<file path="src/rtl/irq_sense_pkg.sv">
package irq_sense_pkg;

    // Encoding of the two-bit sense field; the values are software-visible.
    typedef enum logic [1:0] {
        SENSE_LEVEL_LOW  = 2'd0,
        SENSE_EDGE_FALL  = 2'd1,
        SENSE_LEVEL_HIGH = 2'd2,
        SENSE_EDGE_RISE  = 2'd3
    } sense_mode_e;

    typedef enum logic {
        PEND_IDLE   = 1'b0,
        PEND_ACTIVE = 1'b1
    } pend_state_e;

endpackage

</file>
<file path="src/rtl/irq_sync.sv">
module irq_sync #(
    parameter int STAGES = 2
) (
    input  logic clk,
    input  logic rst_n,
    input  logic d_async,
    output logic q_sync
);
    logic [STAGES-1:0] chain_q;

    generate
        for (genvar g = 0; g < STAGES; g++) begin : g_stage
            always_ff @(posedge clk or negedge rst_n) begin
                if (!rst_n) begin
                    chain_q[g] <= 1'b0;
                end else if (g == 0) begin
                    chain_q[g] <= d_async;
                end else begin
                    chain_q[g] <= chain_q[(g == 0) ? 0 : g-1];
                end
            end
        end
    endgenerate

    assign q_sync = chain_q[STAGES-1];
endmodule

</file>
<file path="src/rtl/irq_event_detect.sv">
module irq_event_detect
    import irq_sense_pkg::*;
(
    input  logic        clk,
    input  logic        rst_n,
    input  logic        sample,
    input  sense_mode_e mode,
    output logic        evt
);
    logic prev_q;

    always_ff @(posedge clk or negedge rst_n) begin
        if (!rst_n) prev_q <= 1'b0;
        else        prev_q <= sample;
    end

    always_comb begin
        unique case (mode)
            SENSE_LEVEL_LOW:  evt = ~sample;
            SENSE_EDGE_FALL:  evt = prev_q & ~sample;
            SENSE_LEVEL_HIGH: evt = sample;
            SENSE_EDGE_RISE:  evt = ~prev_q & sample;
            default:          evt = 1'b0;
        endcase
    end
endmodule

</file>
<file path="src/rtl/irq_pend_fsm.sv">
module irq_pend_fsm
    import irq_sense_pkg::*;
(
    input  logic clk,
    input  logic rst_n,
    input  logic evt,
    input  logic ack,
    input  logic en,
    output logic pend,
    output logic irq_q
);
    pend_state_e state_q, state_d;

    // State register
    always_ff @(posedge clk or negedge rst_n) begin
        if (!rst_n) state_q <= PEND_IDLE;
        else        state_q <= state_d;
    end

    // Next state: raise, clear, hold, rest
    always_comb begin
        state_d = state_q;
        unique case (state_q)
            PEND_IDLE:   if (evt) state_d = PEND_ACTIVE;
            PEND_ACTIVE: if (ack && !evt) state_d = PEND_IDLE;
            default:     state_d = PEND_IDLE;
        endcase
    end

    // Outputs: flag is the state, request is registered and gated
    assign pend = (state_q == PEND_ACTIVE);

    always_ff @(posedge clk or negedge rst_n) begin
        if (!rst_n) irq_q <= 1'b0;
        else        irq_q <= pend & en;
    end
endmodule

</file>
<file path="src/rtl/irq_sense_regs.sv">
module irq_sense_regs
    import irq_sense_pkg::*;
#(
    parameter int ADDR_W = 8,
    parameter int DATA_W = 32,
    parameter int LAYOUT = 0
) (
    input  logic              clk,
    input  logic              rst_n,
    input  logic              wr_en,
    input  logic [ADDR_W-1:0] addr,
    input  logic [DATA_W-1:0] wdata,
    input  logic              pend,
    output logic [DATA_W-1:0] rdata,
    output sense_mode_e       mode,
    output logic              en,
    output logic              ack
);
    localparam logic [ADDR_W-1:0] OFF_CTRL = ADDR_W'((LAYOUT == 0) ? 'h00 : 'h0C);
    localparam logic [ADDR_W-1:0] OFF_PEND = ADDR_W'((LAYOUT == 0) ? 'h04 : 'h10);
    localparam logic [ADDR_W-1:0] OFF_EN   = ADDR_W'((LAYOUT == 0) ? 'h08 : 'h40);

    logic hit_ctrl, hit_pend, hit_en;

    assign hit_ctrl = (addr == OFF_CTRL);
    assign hit_pend = (addr == OFF_PEND);
    assign hit_en   = (addr == OFF_EN);

    always_ff @(posedge clk or negedge rst_n) begin
        if (!rst_n) begin
            mode <= SENSE_LEVEL_LOW;
            en   <= 1'b0;
        end else if (wr_en) begin
            if (hit_ctrl) mode <= sense_mode_e'(wdata[1:0]);
            if (hit_en)   en   <= wdata[0];
        end
    end

    assign ack = wr_en & hit_pend & wdata[0];

    always_comb begin
        rdata = '0;
        if (hit_ctrl)      rdata[1:0] = mode;
        else if (hit_pend) rdata[0]   = pend;
        else if (hit_en)   rdata[0]   = en;
    end
endmodule

</file>
<file path="src/rtl/irq_sense_ctrl.sv">
module irq_sense_ctrl
    import irq_sense_pkg::*;
#(
    parameter int ADDR_W      = 8,
    parameter int DATA_W      = 32,
    parameter int LAYOUT      = 0,
    parameter int SYNC_STAGES = 2
) (
    input  logic              clk,
    input  logic              rst_n,
    input  logic              irq_in,
    input  logic              wr_en,
    input  logic [ADDR_W-1:0] addr,
    input  logic [DATA_W-1:0] wdata,
    output logic [DATA_W-1:0] rdata,
    output logic              irq_out
);
    logic        sample;
    logic        evt;
    logic        ack;
    logic        en;
    logic        pend;
    sense_mode_e mode;

    irq_sync #(.STAGES(SYNC_STAGES)) u_sync (
        .clk     (clk),
        .rst_n   (rst_n),
        .d_async (irq_in),
        .q_sync  (sample)
    );

    irq_event_detect u_detect (
        .clk    (clk),
        .rst_n  (rst_n),
        .sample (sample),
        .mode   (mode),
        .evt    (evt)
    );

    irq_sense_regs #(.ADDR_W(ADDR_W), .DATA_W(DATA_W), .LAYOUT(LAYOUT)) u_regs (
        .clk   (clk),
        .rst_n (rst_n),
        .wr_en (wr_en),
        .addr  (addr),
        .wdata (wdata),
        .pend  (pend),
        .rdata (rdata),
        .mode  (mode),
        .en    (en),
        .ack   (ack)
    );

    irq_pend_fsm u_fsm (
        .clk   (clk),
        .rst_n (rst_n),
        .evt   (evt),
        .ack   (ack),
        .en    (en),
        .pend  (pend),
        .irq_q (irq_out)
    );
endmodule

</file>
<file path="config.mk">
export PLATFORM = sky130hd
export DESIGN_NAME = irq_sense_ctrl
export DESIGN_NICKNAME = d
export VERILOG_FILES = /design/src/rtl/irq_sense_pkg.sv /design/src/rtl/irq_sync.sv /design/src/rtl/irq_event_detect.sv /design/src/rtl/irq_pend_fsm.sv /design/src/rtl/irq_sense_regs.sv /design/src/rtl/irq_sense_ctrl.sv
export SDC_FILE = /design/constraint.sdc
export NUM_CORES = 1
export LEC_CHECK = 0
export BUFFER_PORTS_ARGS = -buffer_cell sky130_fd_sc_hd__buf_2
export CAP_MARGIN = 20
export CORE_MARGIN = 2
export CORE_UTILIZATION = 34
export CTS_CLUSTER_DIAMETER = 150
export DETAILED_ROUTE_END_ITERATION = 7
export MAX_ROUTING_LAYER = met4
export PLACE_DENSITY = 0.89
export SLEW_MARGIN = 20
export SYNTH_ARGS = -nofsm -noshare
export SYNTH_HDL_FRONTEND = slang
export SYNTH_HIERARCHICAL = 1
export SYNTH_SLANG_ARGS = --single-unit
</file>
<file path="constraint.sdc">
create_clock -name clk -period 2.05 [get_ports clk]
set_input_delay 0.3075 -clock clk [delete_from_list [all_inputs] [get_ports clk]]
set_output_delay 0.3075 -clock clk [all_outputs]
set_load 0.1 [all_outputs]
</file>
==> out/metrics.cfg <==
[floorplanning]
die_h_um = 46.5
num_rows = 15
dieArea_um2 = 2160
io_pins = 77
start_util_pct = 36.0
die_x_um = 46.5
core_um2 = 1710

[layout]
area_growth_pct = 9.37
post-route-cell-area_um2 = 672
final_nets = 128
antenna_cells = 0
layout_commonest_cell = conb_1
drive_above_1_share_pct = 30.5
post-route-util_pct = 39.3
mostFrequentLayoutCells = conb_1, buf_2, dfrtp_1

[sta]
hold_viol_final = 0
setup_viol = 0
final.period_utilization_pct = 80.3
period_minus_slack_ns = 1.65
fin_ws_ns = 0.403
tns_ns = 0
fmax_mhz = 607
rsz0062_at_grt = false
clock_skew_ns = 0.00948
drv_slew = 0

[worst_setup_path]
arrival_ns = 1.34
start_kind = input port
crit_chain = buf_2, nor4_2, inv_1, o2111a_1, buf_12
end_kind = output pin
cp.required_ns = 1.74
critPathSlowestCell = nor4_2
crit_type = input port to output pin
cp_max_fo = 3
critPathMaxStageDelay_ns = 0.37

[synthesis]
synth_fa_ha_area_share_pct = 0
ys_seq_area_share_pct = 32.6
yosysWarningCount = 6
synthSimpleGateAreaFrac_pct = 15.1
synth_area_leaders = buf_4, dfrtp_1, mux2_2
ys_ff_latch = 8
ys_types = 23
synth_compound_area_share_pct = 4.89
synth_xor_area_share_pct = 2.85
syn_area_per_cell_um2 = 9.75
synth_top_area_share_pct = 36.7
netlist_area_um2 = 614
synth_top_family_by_area = buffers and inverters
synth_area_leader_cell = buf_4
muxShareOfSynthArea_pct = 5.50
netlist_instances = 63

[placed_design]
place_ws_ns = 0.420
place.gp.congestion = 0.714
dp_hpwl_um = 750
place_area_um2 = 639
io_buffers = 16

[pwr]
irDropWorstVdd_v = 0.000418
swShare_pct = 56.0
p_int_mw = 0.252
sequentialPowerShare_pct = 29.6
power.net_switching_mw = 0.321
p_leak_nw = 0.351
clkPwrFrac_pct = 20.6
comb_power_share_pct = 49.8
power_density_nw_per_um2 = 852

[global_route]
gr-total-overflow = 0
antenna_found_initial = 0
grt_max_degree = 9
grt.total_usage_pct = 8.86
grt_pass1_vias = 320
grt_pass1_wl_mm = 1.26

[cts]
post-cts-setup-buffers = 0
cts_resized = 0
cts_root_buf = clkbuf_4
cts_made_buffers = 3
cts_tree = built
cts_buffer_depth = 2
cts_sinks = 8
clk_latency_ns = 0.25
clkTransAtPathRegs_ns = 0.05
htree_levels = 1

[drt]
postRouteAntennaNets = 0
via_per_inst = 3.66
vias = 392
first_pass_iters = 2
drc = 0
routed_wl_um = 873
drtIter0Drc = 2
avgRoutedWirePerCell_um = 8.16

[hold_path]
hold_path.class = input port to register

[flow_run]
drv_cap = 0

[run_status]
status = complete, no violations

area by class of cell:
cell class / count / area, um2
fillers: 169 / 1040
multi-input cells: 51 / 287
flip-flops and latches: 8 / 200
repair buffers: 17 / 120
well taps: 25 / 31.3
clock buffers: 3 / 22.5
inverters: 3 / 11.3
critical path: cells and delay by family:
kind                   cells  cell delay, ns
AND/OR/NAND/NOR            1            0.37
AO/OA/AOI/OAI              1            0.28
buffers and inverters      3            0.39
power groups by stage:
stage          clock network (mW)  logic, mW  registers [mW]
5_1_grt                     0.137      0.295           0.170
2_1_floorplan                   0      0.296           0.178
3_5_place_dp                    0      0.283           0.172
6_report                    0.118      0.285           0.169
4_1_cts                     0.123      0.285           0.169
3_3_place_gp                    0      0.281           0.172
path summary, 6_finish.rpt:
| check | startpoint | endpoint | slack, ns | depth (start not counted) |
|---|---|---|---|---|
| setup / recovery | addr[1] | rdata[0] | 0.40 | 5 |
| hold / removal | irq_in | u_sync/chain_q[0] | 0.17 | 1 |
| setup reg to reg | u_regs/mode[1] | u_fsm/pend | 1.13 | 3 |
| hold reg to reg | u_sync/chain_q[0] | u_sync/q_sync | 0.35 | 0 |
| max in group asynchronous | rst_n | u_sync/q_sync | 1.46 | 2 |
| min in group asynchronous | rst_n | u_regs/mode[0] | 0.42 | 2 |
logic make-up (layout without fill, tap and decap cells):
kind of cell           Yosys count  after routing
buffers and inverters           33             23
AND/OR/NAND/NOR                 12             12
flip-flops                       8              8
AO/OA/AOI/OAI                    4              4
multiplexers                     3              3
XOR/XNOR                         2              2
other                            1             30
per-layer routing:
layer	track usage [%]	part of all wire (%)	wire length, um	vias up
li1	-	-	-	185
met4	6.29	0	0	0
met3	3.92	12	106	0
met1	7.91	32	282	175
met2	14.7	55	484	32
met5	-	0	0	-
repair_timing:
action,in CTS,in global routing
endpoints found under the setup margin,0,0
hold endpoints to repair,8,0
hold buffers,1,0
sequential cells by signal, indices dropped and copies added (netlist names):
register / flops
u_sync/q_sync: 1
u_regs/en: 1
u_detect/prev_q: 1
u_fsm/irq_q: 1
u_regs/mode: 2
u_fsm/pend: 1
u_sync/chain_q: 1
synthesized netlist by cell type (all sizes together):
master and number:
a21o 1, a21oi 1, and2 1, and3 1
buf 30, conb 1, dfrtp 8, inv 3
mux2 3, nand2 1, nand3 2, nand4 1
nor2 1, nor2b 1, nor3 2, nor4 2
o2111a 1, o22ai 1, xnor2 1, xor2 1
metrics by stage:
stage          power (mW)  instances  hold WS (ns)
2_1_floorplan       0.474         92        0.0119
3_3_place_gp        0.453        103         0.150
3_5_place_dp        0.455        103         0.157
4_1_cts             0.577        107         0.162
5_1_grt             0.601        107         0.148
6_report            0.572        107         0.171
No activity file was read; power rests on OpenSTA's default activity.
